--- config.mk ---
export PLATFORM = sky130hd
export DESIGN_NAME = wordport_cbuf
export DESIGN_NICKNAME = d
export VERILOG_FILES = /design/src/rtl/wcb_pkg.sv /design/src/rtl/wcb_in_buf.sv /design/src/rtl/wcb_out_buf.sv /design/src/rtl/wcb_engine_stub.sv /design/src/rtl/wcb_flags.sv /design/src/rtl/wordport_cbuf.sv
export SDC_FILE = /design/constraint.sdc
export NUM_CORES = 1
export LEC_CHECK = 0
export BUFFER_PORTS_ARGS = -buffer_cell sky130_fd_sc_hd__buf_2
export CAP_MARGIN = 25
export CORE_ASPECT_RATIO = 1.4
export CORE_MARGIN = 2
export CORE_UTILIZATION = 55
export DETAILED_ROUTE_END_ITERATION = 8
export MAX_ROUTING_LAYER = met4
export PLACE_DENSITY = 0.77
export RECOVER_POWER = 25
export SKIP_LAST_GASP = 1
export SLEW_MARGIN = 20
export SYNTH_ARGS = -nofsm -noshare
export SYNTH_HDL_FRONTEND = slang
export SYNTH_SLANG_ARGS = --single-unit
--- constraint.sdc ---
create_clock -name clk -period 13.9 [get_ports clk]
set_clock_uncertainty 0.1 [all_clocks]
set_input_delay 2.78 -clock clk [delete_from_list [all_inputs] [get_ports clk]]
set_output_delay 2.78 -clock clk [all_outputs]
set_load 0.02 [all_outputs]
--- src/rtl/wcb_pkg.sv ---
package wcb_pkg;
    localparam int unsigned WORD_W = 32;
    localparam int unsigned BYTES  = WORD_W / 8;

    typedef logic [WORD_W-1:0] word_t;

    typedef enum logic [1:0] {
        ENG_IDLE,
        ENG_CRUNCH,
        ENG_PARK
    } eng_state_t;

    function automatic word_t byte_rev(input word_t w);
        word_t r;
        for (int i = 0; i < int'(BYTES); i++) begin
            r[8*i +: 8] = w[8*(int'(BYTES)-1-i) +: 8];
        end
        return r;
    endfunction
endpackage

--- src/rtl/wcb_in_buf.sv ---
module wcb_in_buf
    import wcb_pkg::*;
#(
    parameter int unsigned WORDS = 4,
    localparam int unsigned CW = $clog2(WORDS + 1),
    localparam int unsigned IW = (WORDS > 1) ? $clog2(WORDS) : 1
) (
    input  logic                     clk,
    input  logic                     rst_n,
    input  logic                     wr_en,
    input  word_t                    wr_data,
    input  logic                     swap_en,
    input  logic                     take,
    output logic [WORDS*WORD_W-1:0]  blk,
    output logic                     full,
    output logic                     empty,
    output logic                     overrun
);
    logic [CW-1:0] cnt;
    word_t         mem [WORDS];

    assign full    = (cnt == CW'(WORDS));
    assign empty   = (cnt == '0);
    assign overrun = wr_en && full;

    always_ff @(posedge clk) begin
        if (!rst_n) begin
            cnt <= '0;
        end else if (take) begin
            cnt <= '0;
        end else if (wr_en && !full) begin
            cnt <= cnt + 1'b1;
        end
    end

    always_ff @(posedge clk) begin
        if (wr_en && !full && !take) begin
            mem[cnt[IW-1:0]] <= swap_en ? byte_rev(wr_data) : wr_data;
        end
    end

    for (genvar g = 0; g < int'(WORDS); g++) begin : g_pack
        assign blk[g*WORD_W +: WORD_W] = mem[g];
    end
endmodule

--- src/rtl/wcb_out_buf.sv ---
module wcb_out_buf
    import wcb_pkg::*;
#(
    parameter int unsigned WORDS = 4,
    localparam int unsigned CW = $clog2(WORDS + 1),
    localparam int unsigned IW = (WORDS > 1) ? $clog2(WORDS) : 1
) (
    input  logic                     clk,
    input  logic                     rst_n,
    input  logic                     load,
    input  logic [WORDS*WORD_W-1:0]  load_blk,
    input  logic                     rd_en,
    input  logic                     swap_en,
    output word_t                    rd_data,
    output logic                     full,
    output logic                     empty,
    output logic                     underrun
);
    logic [CW-1:0]           cnt;
    logic [CW-1:0]           idx;
    logic [WORDS*WORD_W-1:0] hold;
    word_t                   cur;

    assign full     = (cnt == CW'(WORDS));
    assign empty    = (cnt == '0);
    assign underrun = rd_en && empty;
    assign idx      = CW'(WORDS) - cnt;

    always_ff @(posedge clk) begin
        if (!rst_n) begin
            cnt <= '0;
        end else if (load) begin
            cnt <= CW'(WORDS);
        end else if (rd_en && !empty) begin
            cnt <= cnt - 1'b1;
        end
    end

    always_ff @(posedge clk) begin
        if (load) begin
            hold <= load_blk;
        end
    end

    always_comb begin
        cur     = hold[idx[IW-1:0]*WORD_W +: WORD_W];
        rd_data = empty ? '0 : (swap_en ? byte_rev(cur) : cur);
    end
endmodule

--- src/rtl/wcb_engine_stub.sv ---
module wcb_engine_stub
    import wcb_pkg::*;
#(
    parameter int unsigned BLK_W = 128,
    parameter int unsigned LAT   = 3,
    parameter logic [BLK_W-1:0] MASK = '0,
    localparam int unsigned TW = $clog2(LAT + 1)
) (
    input  logic             clk,
    input  logic             rst_n,
    input  logic             in_full,
    input  logic [BLK_W-1:0] in_blk,
    input  logic             out_empty,
    output logic             take,
    output logic             load,
    output logic [BLK_W-1:0] out_blk
);
    eng_state_t     st, st_nx;
    logic [TW-1:0]  timer;
    logic [BLK_W-1:0] work;

    always_ff @(posedge clk) begin
        if (!rst_n) st <= ENG_IDLE;
        else        st <= st_nx;
    end

    always_comb begin
        st_nx = st;
        take  = 1'b0;
        load  = 1'b0;
        unique case (st)
            ENG_IDLE: begin
                if (in_full) begin
                    take  = 1'b1;
                    st_nx = ENG_CRUNCH;
                end
            end
            ENG_CRUNCH: begin
                if (timer == '0) st_nx = ENG_PARK;
            end
            ENG_PARK: begin
                if (out_empty) begin
                    load  = 1'b1;
                    st_nx = ENG_IDLE;
                end
            end
            default: st_nx = ENG_IDLE;
        endcase
    end

    always_ff @(posedge clk) begin
        if (!rst_n) begin
            timer <= '0;
        end else if (take) begin
            timer <= TW'(LAT - 1);
        end else if (st == ENG_CRUNCH && timer != '0) begin
            timer <= timer - 1'b1;
        end
    end

    always_ff @(posedge clk) begin
        if (take) work <= in_blk ^ MASK;
    end

    assign out_blk = work;
endmodule

--- src/rtl/wcb_flags.sv ---
module wcb_flags (
    input  logic       clk,
    input  logic       rst_n,
    input  logic       done_set,
    input  logic       in_ovr,
    input  logic       out_und,
    input  logic [1:0] clr,
    input  logic [1:0] en,
    output logic [1:0] flags,
    output logic       in_err,
    output logic       out_err,
    output logic       irq
);
    logic err_set;
    assign err_set = in_ovr | out_und;

    always_ff @(posedge clk) begin
        if (!rst_n) begin
            flags   <= '0;
            in_err  <= 1'b0;
            out_err <= 1'b0;
        end else begin
            flags[0] <= done_set | (flags[0] & ~clr[0]);
            flags[1] <= err_set  | (flags[1] & ~clr[1]);
            in_err   <= in_ovr   | (in_err   & ~clr[1]);
            out_err  <= out_und  | (out_err  & ~clr[1]);
        end
    end

    assign irq = |(flags & en);
endmodule

--- src/rtl/wordport_cbuf.sv ---
module wordport_cbuf
    import wcb_pkg::*;
#(
    parameter int unsigned WORDS = 4,
    parameter int unsigned LAT   = 3,
    parameter logic [WORDS*wcb_pkg::WORD_W-1:0] MASK = {WORDS{32'h5A5A_A5A5}}
) (
    input  logic        clk,
    input  logic        rst_n,
    input  logic        wr_en,
    input  logic [31:0] wr_data,
    input  logic        in_swap,
    input  logic        rd_en,
    output logic [31:0] rd_data,
    input  logic        out_swap,
    input  logic [1:0]  irq_en,
    input  logic [1:0]  irq_clr,
    output logic [31:0] stat_word,
    output logic [1:0]  irq_flags,
    output logic        irq
);
    localparam int unsigned BLK_W = WORDS * WORD_W;

    logic [BLK_W-1:0] in_blk, res_blk;
    logic in_full, in_empty, in_ovr;
    logic out_full, out_empty, out_und;
    logic take, load, in_err, out_err;

    wcb_in_buf #(.WORDS(WORDS)) u_in (
        .clk(clk), .rst_n(rst_n), .wr_en(wr_en), .wr_data(wr_data),
        .swap_en(in_swap), .take(take), .blk(in_blk),
        .full(in_full), .empty(in_empty), .overrun(in_ovr)
    );

    wcb_engine_stub #(.BLK_W(BLK_W), .LAT(LAT), .MASK(MASK)) u_eng (
        .clk(clk), .rst_n(rst_n), .in_full(in_full), .in_blk(in_blk),
        .out_empty(out_empty), .take(take), .load(load), .out_blk(res_blk)
    );

    wcb_out_buf #(.WORDS(WORDS)) u_out (
        .clk(clk), .rst_n(rst_n), .load(load), .load_blk(res_blk),
        .rd_en(rd_en), .swap_en(out_swap), .rd_data(rd_data),
        .full(out_full), .empty(out_empty), .underrun(out_und)
    );

    wcb_flags u_flg (
        .clk(clk), .rst_n(rst_n), .done_set(load), .in_ovr(in_ovr),
        .out_und(out_und), .clr(irq_clr), .en(irq_en), .flags(irq_flags),
        .in_err(in_err), .out_err(out_err), .irq(irq)
    );

    always_comb begin
        stat_word     = '0;
        stat_word[8]  = in_empty;
        stat_word[9]  = in_full;
        stat_word[10] = in_err;
        stat_word[16] = out_empty;
        stat_word[17] = out_full;
        stat_word[18] = out_err;
    end
endmodule

== After elaboration in Yosys (flattened, before gate mapping) ==
Memory sizes are Yosys's and may differ from the RTL's.
Cells that the tools add are included.

* Memory bits (writable): 128
* Memories kept: 1
* Bits in registers: 270
* Output and inout port bits: 67
* Bits of input ports: 42
* Word-level logic and storage cells: 75

* Add/subtract/negate cells: 4
* Multiplexer cells: 17
* Equal/unequal tests: 7
* Shifts and indexed selects: 1
* Reductions and logical operators: 20
* Bitwise logic cells: 14

{| class="wikitable"
|+ Memory list
! memory !! depth !! bits a word !! rd ports !! clocked after Yosys merged registers in !! wr ports !! line !! text
|-
| u_in.mem || 4 || 32 || 4 || 0 || 1 || wcb_in_buf.sv:20 || <nowiki>word_t mem [WORDS];</nowiki>
|}

{| class="wikitable"
|+ Operators with widths
! operator !! count
|-
| $shiftx A128 B8 Y32 || 1
|-
| $mux W32 || 3
|-
| $not A64 Y64 || 1
|-
| $mux W2 || 5
|-
| $eq A3 B3 Y1 const B || 2
|-
| $logic_and A1 B1 Y1 || 6
|-
| $logic_not A3 Y1 || 2
|-
| $mux W1 || 6
|-
| $mux W3 || 2
|-
| $pmux W2 S3 || 1
|-
| $reduce_bool A2 Y1 || 3
|-
| $reduce_or A2 Y1 || 3
|-
| $or A1 B1 Y1 || 5
|-
| $and A1 B1 Y1 || 4
|-
| $logic_not A2 Y1 || 2
|-
| $ne A2 B1 Y1 const B || 2
|-
| $add A3 B1 Y3 const B || 1
|-
| $logic_not A1 Y1 || 3
|-
| $not A1 Y1 || 3
|-
| $reduce_and A3 Y1 || 1
|-
| $sub A3 B1 Y3 const B || 1
|-
| $and A2 B2 Y2 || 1
|-
| $eq A2 B1 Y1 const B || 1
|-
| $eq A2 B2 Y1 const B || 1
|-
| 3 further kinds || 3
|}

== Longest topological paths before layout ==
Gate-level depths: netlist of run 1.

* Word-level depth: 7
* Depth in mapped cells: 8
* Depth with buffers taken out: 6

== Modules after synthesis ==
A second synthesis of run 1 with hierarchy kept.

* Cell total of the unflattened synthesis: 836
* Area total of the unflattened synthesis: 15069.5 um^2

{| class="wikitable"
|+ By module, submodules not included
! module !! seq. area each (um^2) !! cells an instance !! area each (um^2) !! times used
|-
| wcb_out_buf || 3903.7 || 382 || 5760.5 || 1
|-
| wcb_in_buf || 3903.7 || 191 || 4620.7 || 1
|-
| wcb_engine_stub || 3923.8 || 217 || 4297.9 || 1
|-
| wordport_cbuf || 0.0 || 33 || 244.0 || 1
|-
| wcb_flags || 80.1 || 13 || 146.4 || 1
|}

== Least setup slack after synthesis of run 1 ==
OpenSTA, ideal clock, no wires.

* Path type: reg-to-reg
* Start: reg u_in.cnt[0]
* End: reg u_eng.work[0] (netlist: u_eng.out_blk[0]), enable pin
* Data arrival time: 9374 ps
* Cell stages (with the launch flop): 5
* Data required time: 13028 ps
* Buffers on the path: 0
* Clock period less this slack: 10246 ps
* Slack: 3654 ps
* Setup time: 772 ps
* Path through: dfxtp_1 inv_1 ha_1 nand2_1 nor3_1

* Cells in the longest elaborated chain, start to end: 3

{| class="wikitable"
|+ RTL lines
! element !! line !! text
|-
| start: declaration || wcb_in_buf.sv:19 || <nowiki>logic [CW-1:0] cnt;</nowiki>
|-
| start signal: assignment || wcb_in_buf.sv:32 || <nowiki>cnt <= cnt + 1'b1;</nowiki>
|-
| $eq A3 B3 Y1 || wcb_in_buf.sv:22 || <nowiki>assign full = (cnt == CW'(WORDS));</nowiki>
|-
| $mux W1 || wcb_engine_stub.sv:33 || <nowiki>if (in_full) begin</nowiki>
|-
| $mux W1 || wcb_engine_stub.sv:31 || <nowiki>unique case (st)</nowiki>
|-
| via take || wordport_cbuf.sv:27 || <nowiki>logic take, load, in_err, out_err;</nowiki>
|-
| end signal: assignment || wcb_engine_stub.sv:62 || <nowiki>if (take) work <= in_blk ^ MASK;</nowiki>
|-
| end: declaration || wcb_engine_stub.sv:20 || <nowiki>logic [BLK_W-1:0] work;</nowiki>
|}

The timed path passes the listed nets, and every way through them passes these cells.
A chain may end at the register's enable or synchronous reset.

== Worst setup path after layout of run 1 ==
* Start: in out_swap
* End: out rd_data[15]

* Cells in the longest elaborated chain, start to end: 2

{| class="wikitable"
|+ RTL lines
! element !! line !! text
|-
| start: declaration || wordport_cbuf.sv:15 || <nowiki>input logic out_swap,</nowiki>
|-
| $mux W32 (2 in a row) || wcb_out_buf.sv:47 || <nowiki>rd_data = empty ? '0 : (swap_en ? byte_rev(cur) : cur);</nowiki>
|-
| end: declaration || wordport_cbuf.sv:14 || <nowiki>output logic [31:0] rd_data,</nowiki>
|}

No other way between the ends.

==> impl_metrics.csv, run 1 <==
group,metric,value,unit
pwr,pwr_per_cell_area,173,nW/µm²
pwr,seq_power_share,0.467,
floorplanning,die_w,143,µm
floorplanning,starting_density,0.555,
pwr,max-vdd-ir-drop,0.148,mV
worst_setup_path,cp_num_buf_inv,2,
logic_synthesis,synth.largest_area_cell,"sky130_fd_sc_hd__edfxtp_1",
logic_synthesis,post_synth_instance_area,14900,µm²
pwr,clock_power_share,0.338,
worst_setup_path,crit_chain,"buf_2 -> nor2_4 -> nand2_1 -> o2111ai_1 -> buf_2",
place,gp_congestion,0.804,
pwr,power.share.switching,0.275,
clock_network,post_cts_resize_count,0,
route,drt_pre_antenna_iters,8,
timing,max-slew-margin-rel,0.326,
place,port-buffer-count,82,
timing,hold_slack,0.311,ns
worst_setup_path,max_stage_delay,0.70,ns
grt,largest_net_degree_at_the_start_of_global_routing,88,
clock_network,maximum_buffer_depth_of_the_clock_tree,3,
grt,first_global_vias,7082,
logic_synthesis,synth.top_cells.by_area,"sky130_fd_sc_hd__edfxtp_1, sky130_fd_sc_hd__mux2_2, sky130_fd_sc_hd__nand3_1",
pwr,reported_leakage_power,5.77,nW
timing,finalWorstPathRequiredPeriod,7.73,ns
logic_synthesis,synth.lib_cells_used.distinct,42,
timing,fin_tns_setup,0,ns
logic_synthesis,ys_ff_latch,398,
run,max-cap-violations,0,
pwr,p_switching,0.796,mW
grt,gr-max-usage-layer,"met2",
grt,antenna_found_initial,1,
worst_hold_path,timing.hold.worst.class,"register to register",
logic_synthesis,avgSynthCellArea,17.9,µm²
floorplanning,die_area,28400,µm²
timing,timing.final.max_slew_violations,0,
worst_setup_path,worst_setup_path_end_kind,"primary output",
grt,gr-total-overflow,0,
floorplanning,fp-row-count,71,
logic_synthesis,postSynthCellCount,830,
logic_synthesis,fraction_of_post_synthesis_cell_area_in_the_top_cell_type_by_area,0.776,
floorplanning,fp.dieH,198,µm
pwr,report.power.total,2.89,mW
clock_network,cts_inserted_buffers,36,
worst_setup_path,ff2ff_setup_slack,10.18,ns
worst_setup_path,critical_path.startpoint_type,"input pin",
layout,final_net_count,968,
clock_network,cts.clk_slew.worst_paths,0.06,ns
logic_synthesis,edff_count_synth,384,
worst_setup_path,critPathArrivalTime,4.85,ns
layout,drive_above_1_share,0.256,
clock_network,htree_levels,2,
pwr,power_frac_comb,0.195,
timing,finalSetupViolCount,0,
clock_network,postCtsSetupBuffers,0,
clock_network,tritoncts,"built",
timing,worst_pin_slew,1.01,ns
clock_network,cell_at_the_root_of_the_clock_tree,"sky130_fd_sc_hd__clkbuf_16",
worst_setup_path,crit_family,"simple AND/OR/NAND/NOR gates",
grt,grt_pass1_wl,37900,µm
timing,grt_setup_unrepaired,"no",
grt,grt_util_all_layers,0.184,
logic_synthesis,ffs_w_async_s_r_synth,0,
clock_network,hold_buffers,0,
route,drc_errors,0,
timing,fmax,0.129,GHz
grt,groute.layer.met2.usage,0.317,
grt,grt_util_met1,0.213,
worst_setup_path,critical-path-slowest-cell,"sky130_fd_sc_hd__nand2_1",
worst_setup_path,cell_with_the_most_instances_on_the_worst_path,"sky130_fd_sc_hd__buf_2",
logic_synthesis,synth_top_flop_cell,"sky130_fd_sc_hd__edfxtp_1",
worst_setup_path,path_max_fanout,18,
route,dr_total_vias,7026,
place,dpl.hpwl,14500,µm
floorplanning,io_pins,109,
route,route.final.wire_length,24700,µm
worst_setup_path,timing.critical_path.required,11.02,ns
layout,finalCoreUtilization,0.625,
layout,layout-area-overhead-vs-synth,12.5,%
grt,use_met3,0.0289,
worst_setup_path,timing_worst_setup_path_type,"input pin to primary output",
logic_synthesis,ys_seq_area_frac,0.795,
logic_synthesis,ys_warn_count,0,
floorplanning,floorplan.core_area,26700,µm²
status,run_status,"completed",
timing,finalCritPeriodShare,0.556,
timing,final_hold_vios,0,
route,ant_nets,0,
layout,num-fill-cells,1842,
route,drtIter0Drc,405,
clock_network,insertion_delay,0.52,ns
route,routedWlPerCell,18.8,µm
clock_network,cts.sink_count,398,
route,vias_per_cell,5.36,
pwr,cellInternalPower,2.10,mW
-- final timing paths --
path / start / endpoint / depth (start not counted)
setup / recovery: out_swap / rd_data[15] / 5
hold / removal: u_eng.out_blk[127] / u_out.hold[127] / 0
setup reg to reg: u_out.cnt[0] / u_out.hold[47] / 7
hold reg to reg: u_eng.out_blk[127] / u_out.hold[127] / 0
-- cells in the mapped netlist (2+ instances only) --
library cell and count:
sky130_fd_sc_hd__o2111ai_1 30, sky130_fd_sc_hd__nand2b_1 5, sky130_fd_sc_hd__buf_4 34, sky130_fd_sc_hd__a21oi_1 4
sky130_fd_sc_hd__buf_6 7, sky130_fd_sc_hd__xnor2_1 2, sky130_fd_sc_hd__clkbuf_1 4, sky130_fd_sc_hd__o21a_1 2
sky130_fd_sc_hd__edfxtp_1 384, sky130_fd_sc_hd__inv_1 73, sky130_fd_sc_hd__and2_1 6, sky130_fd_sc_hd__ha_1 7
sky130_fd_sc_hd__nor2_1 6, sky130_fd_sc_hd__nor3b_1 2, sky130_fd_sc_hd__nor2b_1 4, sky130_fd_sc_hd__dfxtp_1 14
sky130_fd_sc_hd__mux2_2 80, sky130_fd_sc_hd__buf_2 21, sky130_fd_sc_hd__mux2i_1 17, sky130_fd_sc_hd__nand3_1 100
sky130_fd_sc_hd__nand2_1 5, sky130_fd_sc_hd__mux2_1 2, sky130_fd_sc_hd__nand4_1 2
-- flip-flops by register name (all words and copies together) (netlist names) --
name	count
u_eng.out_blk	128
u_flg.out_err	1
u_out.hold	128
u_eng.st	2
u_eng.timer	2
u_in.cnt	3
u_flg.in_err	1
u_out.cnt	3
u_in.mem	128
u_flg.flags	2
-- cell type report --
| cell class | instances | area [µm²] | area share |
|---|---|---|---|
| Timing Repair Buffer | 94 | 557 | 0.0333 |
| Multi-Input combinational cell | 316 | 2420 | 0.145 |
| Clock inverter | 22 | 238 | 0.0142 |
| Clock buffer | 43 | 948 | 0.0568 |
| Antenna cell | 1 | 2.50 | 0.000150 |
| Inverter | 73 | 274 | 0.0164 |
| Tap cell | 365 | 457 | 0.0273 |
| Sequential cell | 398 | 11800 | 0.707 |
-- layout by cell type, fill, tap and decap left out, types with 4 or more instances in the layout --
cell type,instances
sky130_fd_sc_hd__inv_1,73
sky130_fd_sc_hd__clkinvlp_4,4
sky130_fd_sc_hd__nand2_1,5
sky130_fd_sc_hd__clkinv_1,4
sky130_fd_sc_hd__ha_1,6
sky130_fd_sc_hd__clkbuf_16,37
sky130_fd_sc_hd__nand2b_1,4
sky130_fd_sc_hd__conb_1,26
sky130_fd_sc_hd__mux2i_1,17
sky130_fd_sc_hd__a21oi_1,4
sky130_fd_sc_hd__mux2_2,80
sky130_fd_sc_hd__clkbuf_1,6
sky130_fd_sc_hd__bufinv_16,4
sky130_fd_sc_hd__edfxtp_1,384
sky130_fd_sc_hd__nor2_1,5
sky130_fd_sc_hd__dfxtp_1,14
sky130_fd_sc_hd__and2_2,4
sky130_fd_sc_hd__o2111ai_1,30
sky130_fd_sc_hd__buf_2,82
sky130_fd_sc_hd__buf_4,8
sky130_fd_sc_hd__clkinv_2,6
sky130_fd_sc_hd__nand3_1,100
-- power groups by stage --
stage	combinational [mW]	sequential (mW)	clock, mW
2_1_floorplan	0.442	1.38	0
3_3_place_gp	0.546	1.38	0
3_5_place_dp	0.559	1.38	0
4_1_cts	0.562	1.35	0.997
5_1_grt	0.605	1.35	1.04
6_report	0.563	1.35	0.979
-- metrics by stage --
step,instance area (µm²),setup slack (ns),std cells
detailed placement,15500,6.18,1244
global route,16700,6.07,1312
CTS,16600,6.15,1309
global placement,15400,6.22,1243
floorplan,14900,3.65,855
finish,16700,6.17,1312
-- kinds of logic after synthesis --
group           after synthesis  synth area share
compound gates               48            0.0265
xor+xnor                      2           0.00118
fa+ha+maj                     7           0.00590
buf+inv                     141            0.0503
flops                       398             0.795
mux                          99            0.0736
other cells                   1          0.000252
simple gates                134            0.0471
-- metal layers --
metal,vias to the layer above,share of wire
met4,0,0.038
met2,245,0.53
met3,69,0.054
met1,3448,0.38
met5,-,0
li1,3264,-
No activity file was read; power rests on OpenSTA's default activity.
==> run 2: changes to the inputs <==
--- a/config.mk
+++ b/config.mk
@@ -5,14 +5,15 @@
 export SDC_FILE = /design/constraint.sdc
 export NUM_CORES = 1
 export LEC_CHECK = 0
+export ABC_AREA = 1
 export BUFFER_PORTS_ARGS = -buffer_cell sky130_fd_sc_hd__buf_2
 export CAP_MARGIN = 25
 export CORE_ASPECT_RATIO = 1.4
 export CORE_MARGIN = 2
-export CORE_UTILIZATION = 55
+export CORE_UTILIZATION = 54
 export DETAILED_ROUTE_END_ITERATION = 8
 export MAX_ROUTING_LAYER = met4
-export PLACE_DENSITY = 0.77
+export PLACE_DENSITY = 0.79
 export RECOVER_POWER = 25
 export SKIP_LAST_GASP = 1
 export SLEW_MARGIN = 20
==> constraint.sdc (replaced) <==
create_clock -name clk -period 6.5 [get_ports clk]
set_clock_uncertainty 0.1 [all_clocks]
set_input_delay 1.3 -clock clk [delete_from_list [all_inputs] [get_ports clk]]
set_output_delay 1.3 -clock clk [all_outputs]
set_load 0.02 [all_outputs]
==> impl_metrics.csv, run 2 <==
group,metric,value,unit
floorplanning,die_area,28700,µm²
place,placement.setup.worst_slack,2.51,ns
status,run_status,"completed",
route,drt_pre_antenna_iters,5,
timing,finalCritPeriodShare,0.701,
timing,worst_pin_slew,0.789,ns
logic_synthesis,ffs_w_async_s_r_synth,0,
worst_setup_path,timing.critical_path.required,5.10,ns
timing,final_hold_vios,0,
route,drc_errors,0,
clock_network,maximum_buffer_depth_of_the_clock_tree,3,
route,dr_total_vias,7608,
floorplanning,io_pins,109,
worst_hold_path,timing.hold.worst.class,"register to register",
pwr,reported_leakage_power,6.26,nW
logic_synthesis,fraction_of_post_synthesis_cell_area_in_the_top_cell_type_by_area,0.781,
floorplanning,die_w,144,µm
clock_network,cell_at_the_root_of_the_clock_tree,"sky130_fd_sc_hd__clkbuf_16",
layout,final_net_count,1194,
route,drtIter0Drc,461,
timing,grt_setup_unrepaired,"no",
logic_synthesis,postSynthCellCount,1060,
logic_synthesis,ys_ff_latch,398,
pwr,pwr_per_cell_area,382,nW/µm²
logic_synthesis,synth_top_flop_cell,"sky130_fd_sc_hd__edfxtp_1",
route,route.final.wire_length,24200,µm
pwr,max-vdd-ir-drop,0.253,mV
floorplanning,starting_density,0.548,
clock_network,cts.clk_slew.worst_paths,0.07,ns
floorplanning,fp.dieH,200,µm
grt,grt_pass1_wl,37500,µm
route,routedWlPerCell,15.8,µm
layout,layout.cells.most_common_list,"sky130_fd_sc_hd__edfxtp_1, sky130_fd_sc_hd__nand2_1, sky130_fd_sc_hd__inv_1",
logic_synthesis,post_synth_instance_area,14800,µm²
grt,largest_net_degree_at_the_start_of_global_routing,67,
grt,antenna_found_initial,2,
floorplanning,floorplan.core_area,26900,µm²
logic_synthesis,ys_seq_area_frac,0.800,
layout,num-fill-cells,1872,
logic_synthesis,synth.largest_area_cell,"sky130_fd_sc_hd__edfxtp_1",
clock_network,tritoncts,"built",
grt,first_global_vias,7465,
timing,timing.final.max_slew_violations,0,
grt,gr-total-overflow,0,
clock_network,hold_buffers,0,
route,vias_per_cell,4.95,
place,gp_congestion,0.833,
clock_network,post_cts_resize_count,0,
run,max-cap-violations,0,
route,ant_nets,0,
place,dpl.hpwl,14400,µm
logic_synthesis,yosys-top-cells-count,"sky130_fd_sc_hd__edfxtp_1, sky130_fd_sc_hd__nand2_1, sky130_fd_sc_hd__inv_1",
clock_network,insertion_delay,0.52,ns
layout,multiInputGateArea,2190,µm²
timing,max-slew-margin-rel,0.474,
worst_setup_path,critPathArrivalTime,3.16,ns
logic_synthesis,avgSynthCellArea,13.9,µm²
worst_setup_path,critical_path.startpoint_type,"register",
logic_synthesis,synth.lib_cells_used.distinct,20,
logic_synthesis,synth.top_cells.by_area,"sky130_fd_sc_hd__edfxtp_1, sky130_fd_sc_hd__nand2_1, sky130_fd_sc_hd__inv_1",
timing,fin_tns_setup,0,ns
floorplanning,fp-row-count,71,
layout,mostFrequentLayoutCell,"sky130_fd_sc_hd__edfxtp_1",
layout,seqCellArea,11800,µm²
clock_network,cts_inserted_buffers,34,
timing,fmax,0.219,GHz
layout,drive_above_1_share,0.130,
worst_setup_path,timing_worst_setup_path_type,"register to primary output",
layout,layout-area-overhead-vs-synth,11.9,%
logic_synthesis,edff_count_synth,384,
place,detailed_place.area,15400,µm²
timing,finalSetupViolCount,0,
grt,grt_util_all_layers,0.178,
layout,final_cell_area,16500,µm²
timing,final.setup.worst_slack,1.94,ns
logic_synthesis,ys_warn_count,0,
place,port-buffer-count,82,
clock_network,htree_levels,2,
worst_setup_path,path_max_fanout,33,
logic_synthesis,post-synth-top-count-cell,"sky130_fd_sc_hd__edfxtp_1",
worst_setup_path,worst_setup_path_end_kind,"primary output",
clock_network,cts.sink_count,398,
clock_network,postCtsSetupBuffers,0,
layout,finalCoreUtilization,0.614,
timing,finalWorstPathRequiredPeriod,4.56,ns
run 2: changes by cell type after synthesis, moves of 5 or more:
cell / previous run / this run
sky130_fd_sc_hd__mux2i_1: 17 / 0
sky130_fd_sc_hd__o21ai_0: 1 / 17
sky130_fd_sc_hd__nor2_1: 6 / 55
sky130_fd_sc_hd__o2111ai_1: 30 / 0
sky130_fd_sc_hd__buf_1: 1 / 9
sky130_fd_sc_hd__nand2b_1: 5 / 0
sky130_fd_sc_hd__mux2_2: 80 / 0
sky130_fd_sc_hd__and2_1: 6 / 0
sky130_fd_sc_hd__a21oi_1: 4 / 59
sky130_fd_sc_hd__nand3_1: 100 / 70
sky130_fd_sc_hd__nand2_1: 5 / 269
sky130_fd_sc_hd__buf_2: 21 / 10
sky130_fd_sc_hd__inv_1: 73 / 108
run 2: cell families after synthesis:
group	count (synthesis)	synth area share
adders and majority gates	7	0.00593
other	1	0.000254
and+or+nand+nor	396	0.107
DFF	398	0.800
buffers and inverters	180	0.0598
AOI/OAI and AO/OA	78	0.0269
run 2: path summary, 6_finish.rpt:
path                                        start        endpoint  slack [ns]  depth (start not counted)
worst min register to register  u_eng.out_blk[39]  u_out.hold[39]        0.31                          0
worst min-delay path            u_eng.out_blk[39]  u_out.hold[39]        0.31                          0
worst max-delay path                 u_out.cnt[1]     rd_data[21]        1.94                         11
worst max register to register       u_out.cnt[1]  u_out.hold[24]        3.43                          7
run 2: critical path, stage by stage, from the launching register on:
cell and delay (ns):
sky130_fd_sc_hd__dfxtp_1 0.34, sky130_fd_sc_hd__inv_1 0.06, sky130_fd_sc_hd__ha_1 0.27, sky130_fd_sc_hd__buf_4 0.43, sky130_fd_sc_hd__inv_1 0.45, sky130_fd_sc_hd__buf_4 0.36
sky130_fd_sc_hd__nand3_1 0.15, sky130_fd_sc_hd__nand2_1 0.07, sky130_fd_sc_hd__nand2_1 0.06, sky130_fd_sc_hd__nand2_1 0.05, sky130_fd_sc_hd__nor2_1 0.19, sky130_fd_sc_hd__buf_2 0.20
run 2: power by group:
group | switching (mW) | internal [mW]
combinational | 1.08 | 0.408
sequential | 0.0170 | 2.86
clock | 0.829 | 1.11
run 2: area by class of cell:
class                   instances  share of cell area
multi-input cells             507               0.133
diodes                          2            0.000303
clock inverters                18             0.00833
clock buffers                  42              0.0572
well taps                     365              0.0276
repair buffers                 93              0.0332
flip-flops and latches        398               0.715
inverters                     111              0.0255
run 2: through the flow:
| stage | hold WS [ns] | power [mW] | cells |
|---|---|---|---|
| detailed placement | 0.305 | 4.41 | 1474 |
| global placement | 0.300 | 4.37 | 1471 |
| floorplan | 0.300 | 4.03 | 1085 |
| CTS | 0.311 | 6.34 | 1534 |
| global route | 0.320 | 6.59 | 1536 |
| finish | 0.309 | 6.30 | 1536 |
run 2: routing by layer:
metal	part of all wire	vias to the layer above	global-route usage	wire length [µm]
li1	-	3730	-	-
met1	0.38	3604	0.199	9310
met2	0.54	230	0.313	12900
met3	0.057	44	0.0328	1380
met4	0.023	0	0.0755	564
met5	0	-	-	0
==> run 3: changes to the inputs <==
==> constraint.sdc (replaced) <==
create_clock -name clk -period 4 [get_ports clk]
set_clock_uncertainty 0.1 [all_clocks]
set_input_delay 0.8 -clock clk [delete_from_list [all_inputs] [get_ports clk]]
set_output_delay 0.8 -clock clk [all_outputs]
set_load 0.02 [all_outputs]
==> impl_metrics.csv, run 3 (same netlist as run 2, synthesis figures left out) <==
group,metric,value,unit
pwr,report.power.total,10.4,mW
clock_network,cts_inserted_buffers,34,
worst_setup_path,worst_setup_path_end_kind,"primary output",
worst_setup_path,cell_with_the_most_instances_on_the_worst_path,"sky130_fd_sc_hd__nand2_1",
grt,gr-total-overflow,0,
floorplanning,die_area,28700,µm²
timing,timing.final.max_slew_violations,0,
clock_network,insertion_delay,0.52,ns
timing,worst_pin_slew,0.763,ns
timing,finalCritPeriodShare,0.902,
timing,finalWorstPathRequiredPeriod,3.61,ns
worst_setup_path,critical-path-slowest-cell,"sky130_fd_sc_hd__inv_1",
layout,drive_above_1_share,0.134,
status,run_status,"completed",
timing,fmax,0.277,GHz
floorplanning,io_pins,109,
route,dr_total_vias,7708,
route,drc_errors,0,
worst_setup_path,critPathArrivalTime,2.71,ns
clock_network,post_cts_resize_count,0,
place,gp_congestion,0.781,
worst_setup_path,crit_family,"buffers and inverters",
run,max-cap-violations,0,
pwr,reported_leakage_power,6.29,nW
clock_network,cts.sink_count,398,
grt,first_global_vias,7410,
worst_setup_path,crit-reg2reg-launch,"u_out.cnt[1]",
worst_setup_path,timing_worst_setup_path_type,"register to primary output",
layout,mostFrequentLayoutCell,"sky130_fd_sc_hd__edfxtp_1",
clock_network,tritoncts,"built",
grt,grt_pass1_wl,37800,µm
route,route.final.wire_length,24500,µm
clock_network,maximum_buffer_depth_of_the_clock_tree,3,
clock_network,htree_levels,2,
pwr,max-vdd-ir-drop,0.403,mV
worst_setup_path,cp_num_buf_inv,4,
worst_setup_path,path_max_fanout,18,
route,ant_nets,0,
worst_hold_path,hold_start,"u_in.mem[1][18]",
worst_setup_path,critical_path.startpoint_type,"register",
place,dpl.hpwl,14900,µm
timing,max-slew-margin-rel,0.490,
grt,grt_util_all_layers,0.180,
route,routedWlPerCell,15.9,µm
place,port-buffer-count,82,
floorplanning,die_w,144,µm
timing,fin_tns_setup,0,ns
worst_setup_path,max_stage_delay,0.56,ns
route,drt_pre_antenna_iters,5,
worst_setup_path,startpoint,"u_out.cnt[1]",
clock_network,cell_at_the_root_of_the_clock_tree,"sky130_fd_sc_hd__clkbuf_16",
floorplanning,floorplan.core_area,26900,µm²
route,drtIter0Drc,553,
layout,num-fill-cells,1884,
pwr,pwr_per_cell_area,627,nW/µm²
timing,grt_setup_unrepaired,"no",
floorplanning,fp-row-count,71,
clock_network,postCtsSetupBuffers,0,
layout,final_net_count,1199,
worst_hold_path,timing.hold.worst.class,"register to register",
layout,layout.cells.most_common_list,"sky130_fd_sc_hd__edfxtp_1, sky130_fd_sc_hd__nand2_1, sky130_fd_sc_hd__inv_1",
grt,antenna_found_initial,2,
floorplanning,starting_density,0.548,
route,vias_per_cell,5.00,
layout,layout-area-overhead-vs-synth,12.4,%
clock_network,cts.clk_slew.worst_paths,0.07,ns
timing,final_hold_vios,0,
clock_network,hold_buffers,0,
timing,finalSetupViolCount,0,
grt,largest_net_degree_at_the_start_of_global_routing,125,
floorplanning,fp.dieH,200,µm
worst_setup_path,crit_chain,"inv_1 -> ha_1 -> inv_1 -> buf_4 -> nand3_1 -> nand2_1 -> nand2_1 -> nand2_1 -> nor2_1 -> buf_2",
worst_setup_path,timing.critical_path.required,3.10,ns
[run 3: final cells by class]
cell class,instances,area [µm²],share of cell area
inverters,111,423,0.0255
multi-input cells,507,2190,0.132
diodes,2,5.00,0.000302
clock inverters,16,184,0.0111
clock buffers,46,970,0.0584
flip-flops and latches,398,11800,0.712
repair buffers,98,556,0.0335
well taps,365,457,0.0275
[run 3: report_power, final]
group | switching, mW | total, mW | internal, mW
Sequential | 0.0279 | 4.67 | 4.64
Clock | 1.37 | 3.34 | 1.97
Combinational | 1.73 | 2.41 | 0.671
Total | 3.13 | 10.4 | 7.29
[run 3: metal layers]
layer | track usage | part of all wire
met5 | - | 0
met4 | 0.0802 | 0.036
met3 | 0.0295 | 0.054
met2 | 0.311 | 0.53
met1 | 0.206 | 0.38
[run 3: per-stage QoR]
step | util | worst slack [ns] | cells | hold WS [ns] | cell area [µm²]
after floorplan | - | 0.103 | 1085 | 0.300 | 14900
after global placement | 0.574 | 0.896 | 1479 | 0.300 | 15400
after detailed placement | 0.574 | 0.856 | 1479 | 0.305 | 15400
after CTS | 0.616 | 0.339 | 1541 | 0.314 | 16600
after global routing | 0.617 | 0.258 | 1543 | 0.322 | 16600
final | 0.617 | 0.393 | 1543 | 0.315 | 16600
[run 3: path summary, 6_finish.rpt]
check / end / slack (ns) / cells past startpoint
worst max-delay path: rd_data[2] / 0.39 / 10
worst min-delay path: u_eng.out_blk[50] / 0.31 / 0
worst max register to register: u_out.hold[120] / 1.42 / 7
worst min register to register: u_eng.out_blk[50] / 0.31 / 0
